===== config.mk =====
export PLATFORM = sky130hd
export DESIGN_NAME = strobed_in_port
export DESIGN_NICKNAME = d
export VERILOG_FILES = /design/src/rtl/sib_pkg.sv /design/src/rtl/sib_sync.sv /design/src/rtl/sib_edge.sv /design/src/rtl/strobed_in_port.sv
export SDC_FILE = /design/constraint.sdc
export NUM_CORES = 1
export LEC_CHECK = 0
export BUFFER_PORTS_ARGS = -buffer_cell sky130_fd_sc_hd__buf_4
export CAP_MARGIN = 20
export CORE_MARGIN = 3
export CORE_UTILIZATION = 45
export DETAILED_ROUTE_END_ITERATION = 16
export PLACE_DENSITY = 0.75
export SYNTH_ARGS = -nofsm -noshare
export SYNTH_HDL_FRONTEND = slang
export SYNTH_SLANG_ARGS = --single-unit

===== constraint.sdc =====
create_clock -name clk -period 3.15 [get_ports clk]
set_input_delay 0.1575 -clock clk [delete_from_list [all_inputs] [get_ports clk]]
set_output_delay 0.1575 -clock clk [all_outputs]
set_load 0.01 [all_outputs]

===== src/rtl/sib_pkg.sv =====
package sib_pkg;
  // Which transition an edge detector reports
  typedef enum logic {
    EDGE_FALL = 1'b0,
    EDGE_RISE = 1'b1
  } edge_kind_e;
endpackage


===== src/rtl/sib_sync.sv =====
module sib_sync #(
  parameter int unsigned WIDTH  = 1,
  parameter int unsigned STAGES = 2,
  parameter logic [WIDTH-1:0] RST_VAL = '0
) (
  input  logic             clk,
  input  logic             rst_n,
  input  logic [WIDTH-1:0] async_i,
  output logic [WIDTH-1:0] sync_o
);
  localparam int unsigned LAST = STAGES - 1;

  logic [STAGES-1:0][WIDTH-1:0] chain_q;
  logic [STAGES-1:0][WIDTH-1:0] chain_d;

  for (genvar g = 0; g < STAGES; g++) begin : g_stage
    if (g == 0) begin : g_head
      always_comb chain_d[g] = async_i;
    end else begin : g_tail
      always_comb chain_d[g] = chain_q[g-1];
    end

    always_ff @(posedge clk or negedge rst_n) begin
      if (!rst_n) chain_q[g] <= RST_VAL;
      else        chain_q[g] <= chain_d[g];
    end
  end

  assign sync_o = chain_q[LAST];
endmodule


===== src/rtl/sib_edge.sv =====
module sib_edge
  import sib_pkg::*;
#(
  parameter edge_kind_e KIND    = EDGE_FALL,
  parameter logic       RST_VAL = 1'b1
) (
  input  logic clk,
  input  logic rst_n,
  input  logic level_i,
  output logic pulse_o
);
  logic prev_q;
  logic prev_d;

  always_comb prev_d = level_i;

  always_ff @(posedge clk or negedge rst_n) begin
    if (!rst_n) prev_q <= RST_VAL;
    else        prev_q <= prev_d;
  end

  if (KIND == EDGE_FALL) begin : g_fall
    assign pulse_o = prev_q & ~level_i;
  end else begin : g_rise
    assign pulse_o = ~prev_q & level_i;
  end
endmodule


===== src/rtl/strobed_in_port.sv =====
module strobed_in_port
  import sib_pkg::*;
#(
  parameter int unsigned DATA_W      = 8,
  parameter int unsigned SYNC_STAGES = 2
) (
  input  logic              clk,
  input  logic              rst_n,
  input  logic [DATA_W-1:0] port_pins,
  input  logic              dev_stb_n,
  output logic              buf_full,
  output logic              irq,
  input  logic              cpu_rd_n,
  input  logic              port_sel,
  input  logic              irq_en,
  output logic [DATA_W-1:0] rd_data
);
  localparam int unsigned CTL_W = 3;
  // bundle order: {select, read strobe, device strobe}
  localparam logic [CTL_W-1:0] CTL_IDLE = 3'b011;

  logic [CTL_W-1:0] ctl_sync;
  logic             stb_s, rd_s, sel_s;

  sib_sync #(
    .WIDTH  (CTL_W),
    .STAGES (SYNC_STAGES),
    .RST_VAL(CTL_IDLE)
  ) u_sync (
    .clk    (clk),
    .rst_n  (rst_n),
    .async_i({port_sel, cpu_rd_n, dev_stb_n}),
    .sync_o (ctl_sync)
  );

  assign stb_s = ctl_sync[0];
  assign rd_s  = ctl_sync[1];
  assign sel_s = ctl_sync[2];

  logic stb_fall, rd_fall, rd_rise;

  sib_edge #(.KIND(EDGE_FALL), .RST_VAL(1'b1)) u_stb_fall (
    .clk(clk), .rst_n(rst_n), .level_i(stb_s), .pulse_o(stb_fall)
  );
  sib_edge #(.KIND(EDGE_FALL), .RST_VAL(1'b1)) u_rd_fall (
    .clk(clk), .rst_n(rst_n), .level_i(rd_s), .pulse_o(rd_fall)
  );
  sib_edge #(.KIND(EDGE_RISE), .RST_VAL(1'b1)) u_rd_rise (
    .clk(clk), .rst_n(rst_n), .level_i(rd_s), .pulse_o(rd_rise)
  );

  // Events
  logic capture, rd_lead, rd_trail;
  logic [DATA_W-1:0] hold_q, hold_d;
  logic              full_q, full_d;
  logic              irq_q,  irq_d;

  assign capture  = stb_fall & ~full_q;
  assign rd_lead  = rd_fall  & sel_s;
  assign rd_trail = rd_rise  & sel_s;

  // Next-state logic
  always_comb begin
    hold_d = hold_q;
    full_d = full_q;
    irq_d  = irq_q;
    if (capture) begin
      hold_d = port_pins;
      full_d = 1'b1;
      irq_d  = irq_en;
    end else begin
      if (rd_lead)  irq_d  = 1'b0;
      if (rd_trail) full_d = 1'b0;
    end
  end

  // Holding register, clock-enabled by capture
  always_ff @(posedge clk or negedge rst_n) begin
    if (!rst_n)       hold_q <= '0;
    else if (capture) hold_q <= hold_d;
  end

  always_ff @(posedge clk or negedge rst_n) begin
    if (!rst_n) begin
      full_q <= 1'b0;
      irq_q  <= 1'b0;
    end else begin
      full_q <= full_d;
      irq_q  <= irq_d;
    end
  end

  assign buf_full = full_q;
  assign irq      = irq_q;
  assign rd_data  = hold_q;

  // Assertions
  a_r2_full_rises_on_strobe: assert property (@(posedge clk) disable iff (!rst_n)
    $rose(full_q) |-> $past(stb_fall));

  a_r4_irq_needs_enable: assert property (@(posedge clk) disable iff (!rst_n)
    $rose(irq_q) |-> $past(irq_en));

  a_r5_irq_clears_on_read_lead: assert property (@(posedge clk) disable iff (!rst_n)
    $fell(irq_q) |-> $past(rd_fall && sel_s));

  a_r6_full_clears_on_read_trail: assert property (@(posedge clk) disable iff (!rst_n)
    $fell(full_q) |-> $past(rd_rise && sel_s));

  a_r7_byte_held_while_full: assert property (@(posedge clk) disable iff (!rst_n)
    (full_q && stb_fall) |=> $stable(hold_q));

  a_r8_unselected_read_inert: assert property (@(posedge clk) disable iff (!rst_n)
    ((rd_fall || rd_rise) && !sel_s && !stb_fall) |=> ($stable(full_q) && $stable(irq_q)));
endmodule


==> results of run 1 <==
## synth_stat cells, drive strengths merged
cell	count
nand3b	1
o31ai	1
dfstp	6
nand4bb	1
and3b	1
mux2	8
dfrtp	12
inv	1
buf	1
nor3b	1
a21o	1
## power groups by stage
stage	clock network, mW	registers (mW)	logic [mW]
2_1_floorplan	0	0.345	0.0563
3_3_place_gp	0	0.320	0.178
3_5_place_dp	0	0.326	0.184
4_1_cts	0.140	0.322	0.188
5_1_grt	0.152	0.330	0.197
6_report	0.134	0.320	0.185
## routing by layer
metal / part of all wire [%] / routed length [µm]
met5: 0 / 0
met4: 0.37 / 4
met1: 36 / 390
met3: 7.6 / 83
met2: 56 / 615
## final timing paths
| path | slack [ps] | cells after the start | endpoint | from |
|---|---|---|---|---|
| max in group asynchronous | 2620 | 2 | u_sync.sync_o[0] | rst_n |
| hold / removal | 100 | 2 | rd_data[6] | port_pins[6] |
| min in group asynchronous | 280 | 2 | irq | rst_n |
| setup / recovery | 1490 | 2 | rd_data[5] | u_stb_fall.prev_q |
| setup reg to reg | 1490 | 2 | rd_data[5] | u_stb_fall.prev_q |
| hold reg to reg | 360 | 0 | u_sync.sync_o[1] | u_sync.chain_d[4] |
## kinds of logic after synthesis
group	synth area share [%]
muxes	14.5
and+or+nand+nor	6.46
AOI/OAI and AO/OA	2.63
DFF	73.9
buffers and inverters	2.42
## stage by stage
stage	cell area (µm²)	hold WS [ps]	worst slack [ps]	cells	power, mW
after floorplan	619	-138	1890	34	0.402
after global placement	798	22.8	1590	70	0.498
after detailed placement	798	32.3	1460	70	0.510
after CTS	875	90.7	1460	78	0.650
after global routing	875	84.2	1360	78	0.679
final	875	105	1490	78	0.639
## registers in the layout, summed over array words and instances (netlist names)
signal	cells
buf_full	1
u_sync.chain_d	3
u_stb_fall.prev_q	1
irq	1
u_rd_rise.prev_q	1
rd_data	8
u_sync.sync_o	3
## critical path: cells and delay by family, from the launching register on
kind             cells  cell delay, ps
flip-flops           1             540
multiplexers         1             410
AND/OR/NAND/NOR      1             600
## area by class of cell
cell class,instances,area (µm²)
flip-flops and latches,18,458
fillers,84,327
repair buffers,27,213
multi-input cells,14,146
clock buffers,4,36.3
well taps,14,17.5
inverters,1,3.75
## what timing repair did
item	4_1_cts	5_1_grt
hold buffers	4	0
buffers inserted	0	0
hold endpoints to repair	21	0
==> metrics.cfg, run 1 <==
[global_routing]
grt_first_pass_wirelength_um = 1810
grtUsageMet3_pct = 3.39
met2_usage_pct = 23.6
grt-ovfl-total = 0
grt_use_total_pct = 13.7
grt_max_degree = 19
grt_pass1_vias = 422
grt_antenna_before_repair = 0
grt.busiest_layer = met2
met1_usage_pct = 14.4

[logic_synthesis]
syn_area_um2 = 619
avgSynthCellArea_um2 = 18.2
synth_top_area_share_pct = 48.5
synth_seq_cells = 18
synth_top_cell_by_area = dfrtp_1
synthTopCellsByArea = dfrtp_1 48%, dfstp_2 25%, mux2_2 15%, nor3b_2 2.0%, buf_6 1.8%
yosysSeqAreaShare_pct = 73.9
syn_nets = 48
syn_inst = 34
yosysWarnings = 0
synth_cell_type_count = 11

[timing]
hold_viol = 0
fin_tns_setup_ps = 0
fin_skew_ps = 2.97
slew_headroom_pct = 51.5
drv_slew = 0
tightest_slew_ps = 724
period_minus_slack_ps = 1660
fmax_mhz = 603
setup_violations = 0
rsz0062_at_grt = no
min_period_over_period_pct = 52.6

[die]
start_util_pct = 51.6
rows = 12
fp.dieArea_um2 = 1860
io_pins = 24
die_h_um = 43.1
fp.coreArea_um2 = 1200
dieWidth_um = 43.1

[drt]
dr.first_iter.drc_count = 3
final_antenna_net_count = 0
num_vias = 373
wirelength_um = 1090
firstDrtPassIters = 2
wl_per_cell_um = 14.0
viasPerCell = 4.78
drc = 0

[pwr]
p_clk_share_pct = 20.9
cellLeakagePower_nw = 0.407
power.switching_mw = 0.164
switching_share_pct = 25.7
pwr-share-seq_pct = 50.1
comb_power_share_pct = 29.0
p_int_mw = 0.475
p_per_area_nw_per_um2 = 730
vdd_ir_drop_max_mv = 0.447

[placed_design]
port_buffers = 23
place.gp.congestion = 0.651
hpwl_um = 802

[worst_setup_path]
critPathKind = reg -> reg
critPathSlowestCell = nor3b_2
path_max_fanout = 10
cp.arrival_ps = 1830
critPathMaxStageDelay_ps = 600
path_cells = nor3b_2, mux2_2
end_kind = flop
cp-start-kind = flop
cp.required_ps = 3320

[finish]
drive_above_1_share_pct = 67.2
nets = 79
antennaDiodeCount = 0
final_core_util_pct = 72.8
final_cell_mix = 23 x buf_4, 12 x dfrtp_1, 8 x mux2_2
syn_to_final_growth_pct = 41.2
final_common_cell = buf_4

[run_status]
status = completed

[job]
drv_cap = 0

[clock_network]
ctsResizeCount = 0
clock_sinks = 18
h-tree-depth = 1
insertion_delay_ps = 280
clkTransAtPathRegs_ps = 90
cts_tree = yes
clock_path_buffers = 2
cts_root_buf = clkbuf_4
cts_buffers = 3

[worst_hold_path]
worstHoldPathType = in -> reg

(Power assumes the default switching activity.)
==> run 2: changes to the inputs <==
Settings changed: CORE_ASPECT_RATIO set to 0.9, CORE_UTILIZATION 45 to 40, PLACE_DENSITY 0.75 to 0.7.
Clock period 3.15 ns to 1.4 ns, I/O delays scaled along.
==> metrics.cfg, run 2 (synthesized netlist as in run 1, its figures left out) <==
[clock_network]
post-cts-setup-buffers = 0  ; unchanged
cts_root_buf = clkbuf_4
h-tree-depth = 1  ; unchanged
insertion_delay_ps = 280  ; about the same
cts_buffers = 3  ; unchanged
clock_path_buffers = 2  ; unchanged
cts_tree = yes
clkTransAtPathRegs_ps = 100  ; about the same
clock_sinks = 18  ; unchanged

[drt]
dr.first_iter.drc_count = 3  ; unchanged
wl_per_cell_um = 12.9  ; -8.4%
final_antenna_net_count = 0  ; unchanged
wirelength_um = 1050  ; -3.7%
drc = 0  ; unchanged
firstDrtPassIters = 2  ; unchanged
viasPerCell = 4.68  ; -2.1%
num_vias = 384  ; +2.9%

[die]
dieWidth_um = 47.5  ; +10%
io_pins = 24  ; unchanged
fp.coreArea_um2 = 1340  ; +11%
start_util_pct = 46.3  ; -5.2 points
rows = 12  ; unchanged
fp.dieArea_um2 = 2060  ; +11%
die_h_um = 43.3  ; +0.53%

[finish]
final_core_util_pct = 67.5  ; -5.3 points
largest_register_ffs = 8  ; unchanged
final_common_cell = buf_4
final_cell_mix = 24 x buf_4, 12 x dfrtp_1, 8 x mux2_2
nets = 83  ; +5.1%
antennaDiodeCount = 0  ; unchanged
final_area_um2 = 902  ; +3.1%
drive_above_1_share_pct = 63.2  ; -4.0 points
syn_to_final_growth_pct = 45.7

[pwr]
cellLeakagePower_nw = 0.419  ; +2.9%
vdd_ir_drop_max_mv = 0.715  ; +60%
p_per_area_nw_per_um2 = 1540  ; +110%

[global_routing]
grt_max_degree = 19  ; unchanged
grt.busiest_layer = met2
grt_antenna_before_repair = 0  ; unchanged
grt_use_total_pct = 10.1  ; -3.6 points
grt-ovfl-total = 0  ; unchanged
met2_usage_pct = 15.8  ; -7.8 points
met1_usage_pct = 12.6  ; -1.8 points
grtUsageMet3_pct = 2.49  ; -0.90 points
grt_pass1_vias = 365  ; -14%
grt_first_pass_wirelength_um = 1460  ; -19%

[worst_setup_path]
end_kind = flop
reg2regPathDepth = 3  ; +1
cp.arrival_ps = 1560  ; -270 ps
critPathKind = reg -> reg
path_max_fanout = 9  ; -1
cp-start-kind = flop
cp.required_ps = 1580  ; -1740 ps

[timing]
rsz0062_at_grt = no
tightest_slew_ps = 215  ; -509 ps
fin_tns_setup_ps = 0  ; unchanged
slew_headroom_pct = 85.7  ; +34 points
period_minus_slack_ps = 1380  ; -282 ps
fmax_mhz = 727  ; +20%
hold_viol = 0  ; unchanged
drv_slew = 0  ; unchanged
fin_skew_ps = 12.2  ; +9.20 ps
min_period_over_period_pct = 98.3  ; +46 points
setup_violations = 0  ; unchanged

[placed_design]
placed_area_um2 = 806  ; +0.94%
place.gp.congestion = 0.652  ; about the same
port_buffers = 23  ; unchanged

[run_status]
status = completed

[worst_hold_path]
worstHoldPathType = in -> reg
min_path_cells = 2  ; unchanged

[job]
drv_cap = 0  ; unchanged

[run 2: area by class of cell]
class	instances	area, µm²
fill	91	434
tap	14	17.5
inverter	1	3.75
clock buffer	4	26.3
sequential	18	458
timing repair buffer	31	250
multi-input combinational	14	146
[run 2: per-stage QoR]
stage / power [mW] / hold WS [ps] / instances / worst slack (ps)
4_1_cts: 1.41 / 0.645 / 79 / 24.6
5_1_grt: 1.47 / 0.651 / 82 / 2.38
3_3_place_gp: 1.13 / -53.6 / 71 / 53.8
6_report: 1.39 / 11.3 / 82 / 24.5
3_5_place_dp: 1.14 / -52.6 / 71 / 17.8
2_1_floorplan: 0.904 / -226 / 34 / 142
[run 2: per-layer routing]
layer / wire length (µm) / up-vias
li1: - / 187
met1: 444 / 182
met2: 538 / 13
met3: 59 / 2
met4: 11 / 0
met5: 0 / -
[run 2: critical path, stage by stage (launching register included)]
cell     delay [ps]
dfstp_2         540
nor3b_2         200
buf_4           210
mux2_2          340
[run 2: path summary, 6_finish.rpt]
path | start | to | slack, ps
min reg2reg | u_sync.chain_d[3] | u_sync.sync_o[0] | 360
min in group asynchronous | rst_n | rd_data[4] | 170
min | port_pins[7] | rd_data[7] | 10
max reg2reg | u_stb_fall.prev_q | rd_data[1] | 20
max | u_stb_fall.prev_q | rd_data[1] | 20
max in group asynchronous | rst_n | u_rd_rise.prev_q | 970
[run 2: power breakdown]
group / internal, mW / total (mW) / switching (mW) / leakage [nW]
Sequential: 0.650 / 0.714 / 0.0639 / 0.205
Combinational: 0.268 / 0.424 / 0.156 / 0.199
Clock: 0.110 / 0.255 / 0.145 / 0.0150
[run 2: timing repair]
| action | 4_1_cts | 5_1_grt |
|---|---|---|
| gates resized for setup | 0 | 0 |
| hold buffers | 4 | 3 |
| endpoints found under the hold margin | 21 | 3 |
